`src/rtl/sio_pkg.sv`:
```
package sio_pkg;
    localparam int BYTE_W = 8;
    localparam int DIV_W  = 16;
    localparam int TICKS  = 16;

    localparam logic [2:0] REG_DATA  = 3'd0;
    localparam logic [2:0] REG_IEN   = 3'd1;
    localparam logic [2:0] REG_IDF   = 3'd2;
    localparam logic [2:0] REG_LCTL  = 3'd3;
    localparam logic [2:0] REG_MCTL  = 3'd4;
    localparam logic [2:0] REG_LSTAT = 3'd5;
    localparam logic [2:0] REG_MSTAT = 3'd6;
    localparam logic [2:0] REG_SCR   = 3'd7;

    localparam int BANK_BIT = 7;

    typedef enum logic [1:0] {
        TX_IDLE,
        TX_START,
        TX_DATA,
        TX_STOP
    } tx_state_t;

    typedef enum logic [1:0] {
        RX_IDLE,
        RX_START,
        RX_DATA,
        RX_STOP
    } rx_state_t;
endpackage

```
`src/rtl/sio_fifo.sv`:
```
module sio_fifo #(
    parameter int AW = 4
) (
    input  logic          clk,
    input  logic          rst_n,
    input  logic          clr,
    input  logic          push,
    input  logic [7:0]    din,
    input  logic          pop,
    output logic [7:0]    dout,
    output logic [AW:0]   count,
    output logic          empty,
    output logic          full
);
    localparam int DEPTH = 1 << AW;
    localparam logic [AW:0] DEPTH_V = DEPTH[AW:0];

    logic [7:0]    mem [DEPTH];
    logic [AW-1:0] wptr;
    logic [AW-1:0] rptr;
    logic          do_push;
    logic          do_pop;

    assign empty   = (count == '0);
    assign full    = (count == DEPTH_V);
    assign do_push = push && !full;
    assign do_pop  = pop && !empty;
    assign dout    = mem[rptr];

    always_ff @(posedge clk or negedge rst_n) begin
        if (!rst_n) begin
            wptr  <= '0;
            rptr  <= '0;
            count <= '0;
        end else if (clr) begin
            wptr  <= '0;
            rptr  <= '0;
            count <= '0;
        end else begin
            if (do_push) wptr <= wptr + 1'b1;
            if (do_pop)  rptr <= rptr + 1'b1;
            unique case ({do_push, do_pop})
                2'b10:   count <= count + 1'b1;
                2'b01:   count <= count - 1'b1;
                default: count <= count;
            endcase
        end
    end

    always_ff @(posedge clk) begin
        if (do_push && !clr) mem[wptr] <= din;
    end

    AST_FULL_HOLDS: assert property (@(posedge clk) disable iff (!rst_n)
        (push && !pop && full && !clr) |=> (count == $past(count)));
endmodule

```
`src/rtl/sio_baud.sv`:
```
module sio_baud #(
    parameter int DW = 16
) (
    input  logic          clk,
    input  logic          rst_n,
    input  logic [DW-1:0] divisor,
    input  logic          restart,
    output logic          tick
);
    localparam logic [DW-1:0] ONE = {{(DW-1){1'b0}}, 1'b1};

    logic [DW-1:0] cnt;
    logic          active;
    logic          wrap;

    assign active = (divisor != '0);
    assign wrap   = ((cnt + ONE) >= divisor);
    assign tick   = active && !restart && wrap;

    always_ff @(posedge clk or negedge rst_n) begin
        if (!rst_n) begin
            cnt <= '0;
        end else if (restart || !active || wrap) begin
            cnt <= '0;
        end else begin
            cnt <= cnt + ONE;
        end
    end

    AST_TICK_SPACING: assert property (@(posedge clk) disable iff (!rst_n)
        (tick && divisor > ONE && !restart && $stable(divisor)) |=> !tick);
endmodule

```
`src/rtl/sio_tx.sv`:
```
module sio_tx
    import sio_pkg::*;
(
    input  logic       clk,
    input  logic       rst_n,
    input  logic       tick,
    input  logic       fifo_empty,
    input  logic [7:0] fifo_data,
    output logic       fifo_pop,
    output logic       tx_out,
    output logic       idle
);
    tx_state_t  state;
    tx_state_t  next;
    logic [3:0] tcnt;
    logic [2:0] bcnt;
    logic [7:0] shreg;
    logic       bit_end;

    assign bit_end = tick && (tcnt == 4'd15);

    always_comb begin
        next = state;
        unique case (state)
            TX_IDLE:  if (tick && !fifo_empty)           next = TX_START;
            TX_START: if (bit_end)                       next = TX_DATA;
            TX_DATA:  if (bit_end && bcnt == 3'd7)       next = TX_STOP;
            TX_STOP:  if (bit_end)                       next = TX_IDLE;
            default:                                     next = TX_IDLE;
        endcase
    end

    always_ff @(posedge clk or negedge rst_n) begin
        if (!rst_n) begin
            state <= TX_IDLE;
            tcnt  <= '0;
            bcnt  <= '0;
            shreg <= '0;
        end else begin
            state <= next;
            if (state == TX_IDLE) begin
                tcnt <= '0;
                bcnt <= '0;
                if (fifo_pop) shreg <= fifo_data;
            end else if (tick) begin
                tcnt <= tcnt + 4'd1;
                if (state == TX_DATA && tcnt == 4'd15) begin
                    bcnt  <= bcnt + 3'd1;
                    shreg <= {1'b0, shreg[7:1]};
                end
            end
        end
    end

    always_comb begin
        fifo_pop = 1'b0;
        tx_out   = 1'b1;
        idle     = 1'b0;
        unique case (state)
            TX_IDLE: begin
                idle     = 1'b1;
                fifo_pop = tick && !fifo_empty;
            end
            TX_START: tx_out = 1'b0;
            TX_DATA:  tx_out = shreg[0];
            TX_STOP:  tx_out = 1'b1;
            default:  tx_out = 1'b1;
        endcase
    end

    AST_IDLE_WAITS_TICK: assert property (@(posedge clk) disable iff (!rst_n)
        (state == TX_IDLE && !tick) |=> (state == TX_IDLE));
endmodule

```
`src/rtl/sio_rx.sv`:
```
module sio_rx
    import sio_pkg::*;
(
    input  logic       clk,
    input  logic       rst_n,
    input  logic       tick,
    input  logic       rx_in,
    output logic       byte_valid,
    output logic [7:0] byte_data,
    output logic       frame_err
);
    rx_state_t  state;
    rx_state_t  next;
    logic [3:0] tcnt;
    logic [2:0] bcnt;
    logic [7:0] shreg;
    logic       sync1;
    logic       sync2;
    logic       prev;
    logic       fall;
    logic       mid_start;
    logic       bit_end;

    assign fall      = prev && !sync2;
    assign mid_start = tick && (tcnt == 4'd7);
    assign bit_end   = tick && (tcnt == 4'd15);

    always_comb begin
        next = state;
        unique case (state)
            RX_IDLE:  if (fall)                     next = RX_START;
            RX_START: if (mid_start)                next = sync2 ? RX_IDLE : RX_DATA;
            RX_DATA:  if (bit_end && bcnt == 3'd7)  next = RX_STOP;
            RX_STOP:  if (bit_end)                  next = RX_IDLE;
            default:                                next = RX_IDLE;
        endcase
    end

    always_ff @(posedge clk or negedge rst_n) begin
        if (!rst_n) begin
            sync1 <= 1'b1;
            sync2 <= 1'b1;
            prev  <= 1'b1;
            state <= RX_IDLE;
            tcnt  <= '0;
            bcnt  <= '0;
            shreg <= '0;
        end else begin
            sync1 <= rx_in;
            sync2 <= sync1;
            prev  <= sync2;
            state <= next;
            if (next != state || state == RX_IDLE) begin
                tcnt <= '0;
            end else if (tick) begin
                tcnt <= tcnt + 4'd1;
            end
            if (state != RX_DATA) begin
                bcnt <= '0;
            end else if (bit_end) begin
                bcnt  <= bcnt + 3'd1;
                shreg <= {sync2, shreg[7:1]};
            end
        end
    end

    always_comb begin
        byte_valid = 1'b0;
        frame_err  = 1'b0;
        byte_data  = shreg;
        unique case (state)
            RX_IDLE, RX_START, RX_DATA: begin
                byte_valid = 1'b0;
            end
            RX_STOP: begin
                byte_valid = bit_end;
                frame_err  = bit_end && !sync2;
            end
            default: byte_valid = 1'b0;
        endcase
    end
endmodule

```
`src/rtl/sio_core.sv`:
```
module sio_core
    import sio_pkg::*;
#(
    parameter int FIFO_AW = 4
) (
    input  logic       clk,
    input  logic       rst_n,
    input  logic       cs,
    input  logic       rd,
    input  logic       wr,
    input  logic [2:0] addr,
    input  logic [7:0] wdata,
    output logic [7:0] rdata,
    input  logic       rx_in,
    output logic       tx_out
);
    logic [7:0]       lcr;
    logic [3:0]       ier;
    logic [4:0]       mcr;
    logic [7:0]       scr;
    logic [DIV_W-1:0] divisor;
    logic             fifo_en;
    logic             lsr_oe;
    logic             lsr_fe;

    logic wr_en, rd_en, bank;
    logic tx_wr, rx_rd, lsr_rd, fcr_wr, div_wr;
    logic tx_clr, rx_clr;
    logic tick;

    logic [7:0]     tx_dout, rx_dout, rx_byte;
    logic [FIFO_AW:0] tx_count, rx_count;
    logic tx_empty, tx_full, rx_empty, rx_full;
    logic tx_full_eff, rx_full_eff;
    logic tx_pop, tx_idle;
    logic rx_valid, rx_ferr, rx_ovr_ev;
    logic thre, temt;
    logic [7:0] lsr;

    assign wr_en  = cs && wr;
    assign rd_en  = cs && rd;
    assign bank   = lcr[BANK_BIT];
    assign tx_wr  = wr_en && addr == REG_DATA && !bank;
    assign rx_rd  = rd_en && addr == REG_DATA && !bank;
    assign lsr_rd = rd_en && addr == REG_LSTAT;
    assign fcr_wr = wr_en && addr == REG_IDF;
    assign div_wr = wr_en && bank && (addr == REG_DATA || addr == REG_IEN);
    assign tx_clr = fcr_wr && (wdata[2] || wdata[0] != fifo_en);
    assign rx_clr = fcr_wr && (wdata[1] || wdata[0] != fifo_en);

    assign tx_full_eff = fifo_en ? tx_full : (tx_count != '0);
    assign rx_full_eff = fifo_en ? rx_full : (rx_count != '0);
    assign rx_ovr_ev   = rx_valid && rx_full_eff;

    assign thre = !tx_full_eff;
    assign temt = tx_empty && tx_idle;
    assign lsr  = {1'b0, temt, thre, 1'b0, lsr_fe, 1'b0, lsr_oe, !rx_empty};

    sio_baud #(.DW(DIV_W)) u_baud (
        .clk     (clk),
        .rst_n   (rst_n),
        .divisor (divisor),
        .restart (div_wr),
        .tick    (tick)
    );

    sio_fifo #(.AW(FIFO_AW)) u_txq (
        .clk   (clk),
        .rst_n (rst_n),
        .clr   (tx_clr),
        .push  (tx_wr && !tx_full_eff),
        .din   (wdata),
        .pop   (tx_pop),
        .dout  (tx_dout),
        .count (tx_count),
        .empty (tx_empty),
        .full  (tx_full)
    );

    sio_fifo #(.AW(FIFO_AW)) u_rxq (
        .clk   (clk),
        .rst_n (rst_n),
        .clr   (rx_clr),
        .push  (rx_valid && !rx_full_eff),
        .din   (rx_byte),
        .pop   (rx_rd),
        .dout  (rx_dout),
        .count (rx_count),
        .empty (rx_empty),
        .full  (rx_full)
    );

    sio_tx u_tx (
        .clk        (clk),
        .rst_n      (rst_n),
        .tick       (tick),
        .fifo_empty (tx_empty),
        .fifo_data  (tx_dout),
        .fifo_pop   (tx_pop),
        .tx_out     (tx_out),
        .idle       (tx_idle)
    );

    sio_rx u_rx (
        .clk        (clk),
        .rst_n      (rst_n),
        .tick       (tick),
        .rx_in      (rx_in),
        .byte_valid (rx_valid),
        .byte_data  (rx_byte),
        .frame_err  (rx_ferr)
    );

    always_ff @(posedge clk or negedge rst_n) begin
        if (!rst_n) begin
            lcr     <= '0;
            ier     <= '0;
            mcr     <= '0;
            scr     <= '0;
            divisor <= '0;
            fifo_en <= 1'b0;
            lsr_oe  <= 1'b0;
            lsr_fe  <= 1'b0;
        end else begin
            if (wr_en) begin
                unique case (addr)
                    REG_DATA:  if (bank) divisor[7:0] <= wdata;
                    REG_IEN:   if (bank) divisor[15:8] <= wdata;
                               else      ier <= wdata[3:0];
                    REG_IDF:   fifo_en <= wdata[0];
                    REG_LCTL:  lcr <= wdata;
                    REG_MCTL:  mcr <= wdata[4:0];
                    REG_SCR:   scr <= wdata;
                    default:   ;
                endcase
            end
            if (rx_ovr_ev)   lsr_oe <= 1'b1;
            else if (lsr_rd) lsr_oe <= 1'b0;
            if (rx_ferr)     lsr_fe <= 1'b1;
            else if (lsr_rd) lsr_fe <= 1'b0;
        end
    end

    always_comb begin
        rdata = 8'h00;
        if (rd_en) begin
            unique case (addr)
                REG_DATA:  rdata = bank ? divisor[7:0] : rx_dout;
                REG_IEN:   rdata = bank ? divisor[15:8] : {4'h0, ier};
                REG_IDF:   rdata = {fifo_en, fifo_en, 5'b00000, 1'b1};
                REG_LCTL:  rdata = lcr;
                REG_MCTL:  rdata = {3'b000, mcr};
                REG_LSTAT: rdata = lsr;
                REG_MSTAT: rdata = 8'h00;
                REG_SCR:   rdata = scr;
                default:   rdata = 8'h00;
            endcase
        end
    end

    AST_POP_HAS_DATA: assert property (@(posedge clk) disable iff (!rst_n)
        tx_pop |-> !tx_empty);
    AST_TEMT_LINE_HIGH: assert property (@(posedge clk) disable iff (!rst_n)
        temt |-> tx_out);
    AST_FE_STICKY: assert property (@(posedge clk) disable iff (!rst_n)
        rx_ferr |=> lsr_fe);
    AST_OE_STICKY: assert property (@(posedge clk) disable iff (!rst_n)
        rx_ovr_ev |=> lsr_oe);
endmodule

```
`config.mk`:
```
export PLATFORM = sky130hd
export DESIGN_NAME = sio_core
export DESIGN_NICKNAME = d
export VERILOG_FILES = /design/src/rtl/sio_pkg.sv /design/src/rtl/sio_fifo.sv /design/src/rtl/sio_baud.sv /design/src/rtl/sio_tx.sv /design/src/rtl/sio_rx.sv /design/src/rtl/sio_core.sv
export SDC_FILE = /design/constraint.sdc
export NUM_CORES = 1
export LEC_CHECK = 0
export ABC_AREA = 1
export BUFFER_PORTS_ARGS = -buffer_cell sky130_fd_sc_hd__buf_2
export CAP_MARGIN = 20
export CORE_UTILIZATION = 48
export CTS_CLUSTER_DIAMETER = 150
export DETAILED_ROUTE_END_ITERATION = 12
export SYNTH_ARGS = -nofsm -noshare
export SYNTH_HDL_FRONTEND = slang
export SYNTH_SLANG_ARGS = --single-unit
export TNS_END_PERCENT = 1
```
`constraint.sdc`:
```
create_clock -name clk -period 5.3 [get_ports clk]
set_input_delay 0.53 -clock clk [delete_from_list [all_inputs] [get_ports clk]]
set_output_delay 0.53 -clock clk [all_outputs]
set_load 0.005 [all_outputs]
```
==> metrics.md <==
| Metric | Value |
|---|---|
| Period minus WS final | between 4 and 5 ns |
| Post-synth EDFFs | 256 |
| Pwr dens | 419 nW/um^2 |
| FP Rows | 68 |
| Crit-path leading delay family | simple AND/OR/NAND/NOR gates |
| GPL Wtd Cong | 0.832 |
| Distinct cells, synth | 60 |
| Syn_nets | about 1600 |
| CP most frequent cell | inv_1 |
| Residual DRC | 0 |
| Syn avg cell area | around 11 sq um |
| First-pass GRT wire length | 64.6 mm |
| Largest net degree at the start of global routing | 83 |
| Post_cts resized | 0 |
| Pre-Repair DR Iteration Count | 5 |
| RSZ-0062 raised after global routing | no |
| Post-synth top area share | 0.453 |
| Root Driver | clkbuf_16 |
| Initial antenna violation count | 0 |
| Antenna Nets Post-Route | 0 |
| Cell Area, Placed | 17500 sq um |
| Max-cap violations | 0 |
| Setup TNS | 0 ns |
| Top FF cell, synth | edfxtp_1 |
| Post-Syn Area | 17000 sq um |
| Ratio of final minimum period to clock period | 0.861 |
| Num CTS Buffers | 39 |
| Slew Limit Fails | 0 |
| CP max stage delay | between 0.3 and 0.4 ns |
| Peak VDD IR | 282 uV |
| Clk pin slew, worst setup/hold paths | around 0.06 ns |
| Total Wirelength | 41.5 mm |
| Setup Skew | between 0.02 and 0.03 ns |
| Top post-synthesis cells by area | edfxtp_1, dfrtp_1, o21ai_0 |
| Ys async rst share | 0.325 |
| Hold Vio Cnt, Final | 0 |
| Non-filler cells, final | roughly 2100 |
| Yosys warnings | 0 |
| Nets | 1636 |
| Fmax achieved | approximately 220 MHz |
| Static leakage | 7.49 nW |
| Starting density of the core | 0.490 |
| Core area | around 35000 sq um |
| CTS tree | yes |
| WP data arrival | 4.96 ns |
| Die Span Y | about 190 um |
| Worst-Skew Late Latency | 0.54 ns |
| Die X | around 190 um |
| Area growth from synthesis to layout | 10.1% |
| Ports | 26 |
| Worst hold path class | in -> async |
| Data required, critical path | 5.70 ns |
| Wire length per cell | between 20 and 25 um |
| Gr ovfl total | 0 |
| Clock sinks | 379 |
| Critical Path End Type | flip-flop |
| Die area | 36100 sq um |
| Share of cells above drive strength 1 | 0.0960 |
| Slew HR | 0.322 |
| # port buffers | 25 |
| Max Buffers Root-to-Sink | 3 |
| Slew @ Worst Pin | 1.01 ns |
| Sequential area share after synthesis | 0.635 |
| Initial DRC Count | between 900 and 1000 |
| WP buf/inv | 3 |
| Vias in the first global route | 11200 |
| CP startpoint kind | flip-flop |
| Vias | ~12000 |
| #FFs+latches synth | 379 |
| Post-Syn Instances | 1557 |
| Postcts setup bufs | 0 |
| Dpl hpwl | about 27 mm |
| Post-DR vias/cell | about 5.6 |
| Final Setup Violations | 0 |
| Number of H-tree levels | 2 |
| Biggest area consumer among synthesized cells | edfxtp_1 |
| Outcome | completed |
| Crit path kind | reg -> reg |
| Cell count after placement | 1990 |
| Cts hold-fix bufs | 0 |
| Biggest fanout along the worst timing path | 7 |
| Crit-path slowest cell | dfrtp_1 |
| # diodes | 0 |
| Final Cell Area | 18700 sq um |
| GRT Total Usage | 0.235 |
-- through the flow --
| step | setup WS [ns] | hold slack (ns) | total power, mW | util |
|---|---|---|---|---|
| floorplan | 1.34 | 0.234 | 4.77 | - |
| global placement | 0.883 | 0.347 | 5.34 | 0.505 |
| detailed placement | 0.744 | 0.347 | 5.37 | 0.506 |
| CTS | 0.721 | 0.0765 | 7.86 | 0.539 |
| global route | 0.267 | 0.0848 | 8.21 | 0.539 |
| finish | 0.736 | 0.0301 | 7.83 | 0.539 |
-- placed cells by master, fill, tap and decap left out, drive strengths merged, types with 2 or more instances in the layout --
master,netlist,routed
a22o,2,2
dfstp,3,3
clkinv,4,23
o21bai,2,2
o221ai,31,31
a31oi,2,2
a32o,7,7
a221oi,9,9
xor2,13,13
xnor2,5,5
inv,139,137
o21ai,201,201
buf,21,39
a21oi,68,68
nand3,58,58
o211ai,13,13
nand4,17,17
a2111oi,3,3
a211oi,8,8
nand2,252,252
edfxtp,256,256
ha,42,42
clkbuf,40,53
nor2,188,188
dfrtp,120,120
nor3,16,16
nor4,2,2
mux2i,2,2
o22ai,22,22
-- final cells by class --
type | instances | area (sq um)
inverter | 143 | 549
multi-input combinational | 974 | 5380
clock inverter | 17 | 93.8
fill | 2991 | 16000
tap | 455 | 569
timing repair buffer | 39 | 256
sequential | 379 | 10800
clock buffer | 53 | 1050
-- cells by family (layout without fill, tap and decap cells) --
family,after synthesis,in the layout,synth area share
simple gates,536,536,0.140
flops,379,379,0.635
compound gates,375,375,0.135
buf+inv,204,252,0.0478
fa+ha+maj,43,43,0.0322
xor+xnor,18,18,0.00930
mux,2,2,0.00118
-- path summary, 6_finish.rpt --
kind | startpoint | to | slack (ns) | cells past startpoint
worst min-delay path | rst_n | u_tx.bcnt[2] | 0.03 | 1
worst max-delay path | u_baud.cnt[0] | u_txq.count[4] | 0.74 | 25
min in group clk | rx_in | u_rx.sync1 | 0.10 | 1
worst max register to register | u_baud.cnt[0] | u_txq.count[4] | 0.74 | 25
max in group asynchronous | rst_n | u_rx.sync2 | 4.21 | 2
worst min register to register | u_rx.sync1 | u_rx.sync2 | 0.35 | 0
-- flip-flops by register name (all words and copies together), names as in the netlist, 5 cells and up --
name,count
u_baud.cnt,16
scr,8
u_tx.shreg,8
divisor,16
u_txq.mem,128
u_rxq.mem,128
lcr,8
u_txq.count,5
u_rx.byte_data,8
u_rxq.count,5
mcr,5
-- synth_stat cells, types with 9 or more instances --
cell	number
clkbuf_1	40
xor2_1	13
nor2_1	181
o221ai_1	31
a221oi_1	9
o211ai_1	13
buf_2	14
nor3_1	11
nand2_1	236
nand2_2	10
inv_2	9
ha_1	42
nand3_1	55
dfrtp_1	120
edfxtp_1	256
a21oi_1	65
o22ai_1	19
nand4_1	15
inv_1	129
o21ai_0	185
-- layer usage --
layer	wire length, um	part of all wire	global-route usage	vias to the layer above
met2	19600	0.47	0.381	307
li1	-	-	-	5517
met5	0	0	0	-
met3	2030	0.049	0.0317	59
met4	860	0.021	0.0599	0
met1	19000	0.46	0.335	5713
-- power by group --
| part | internal (mW) | total (mW) | leakage [nW] | switching (mW) |
|---|---|---|---|---|
| registers | 3.33 | 3.52 | 3.98 | 0.197 |
| logic | 0.575 | 1.80 | 2.96 | 1.23 |
| clock network | 1.39 | 2.50 | 0.556 | 1.11 |
| total | 5.29 | 7.83 | 7.49 | 2.54 |
Note: power is estimated with default switching activity, not from simulation.
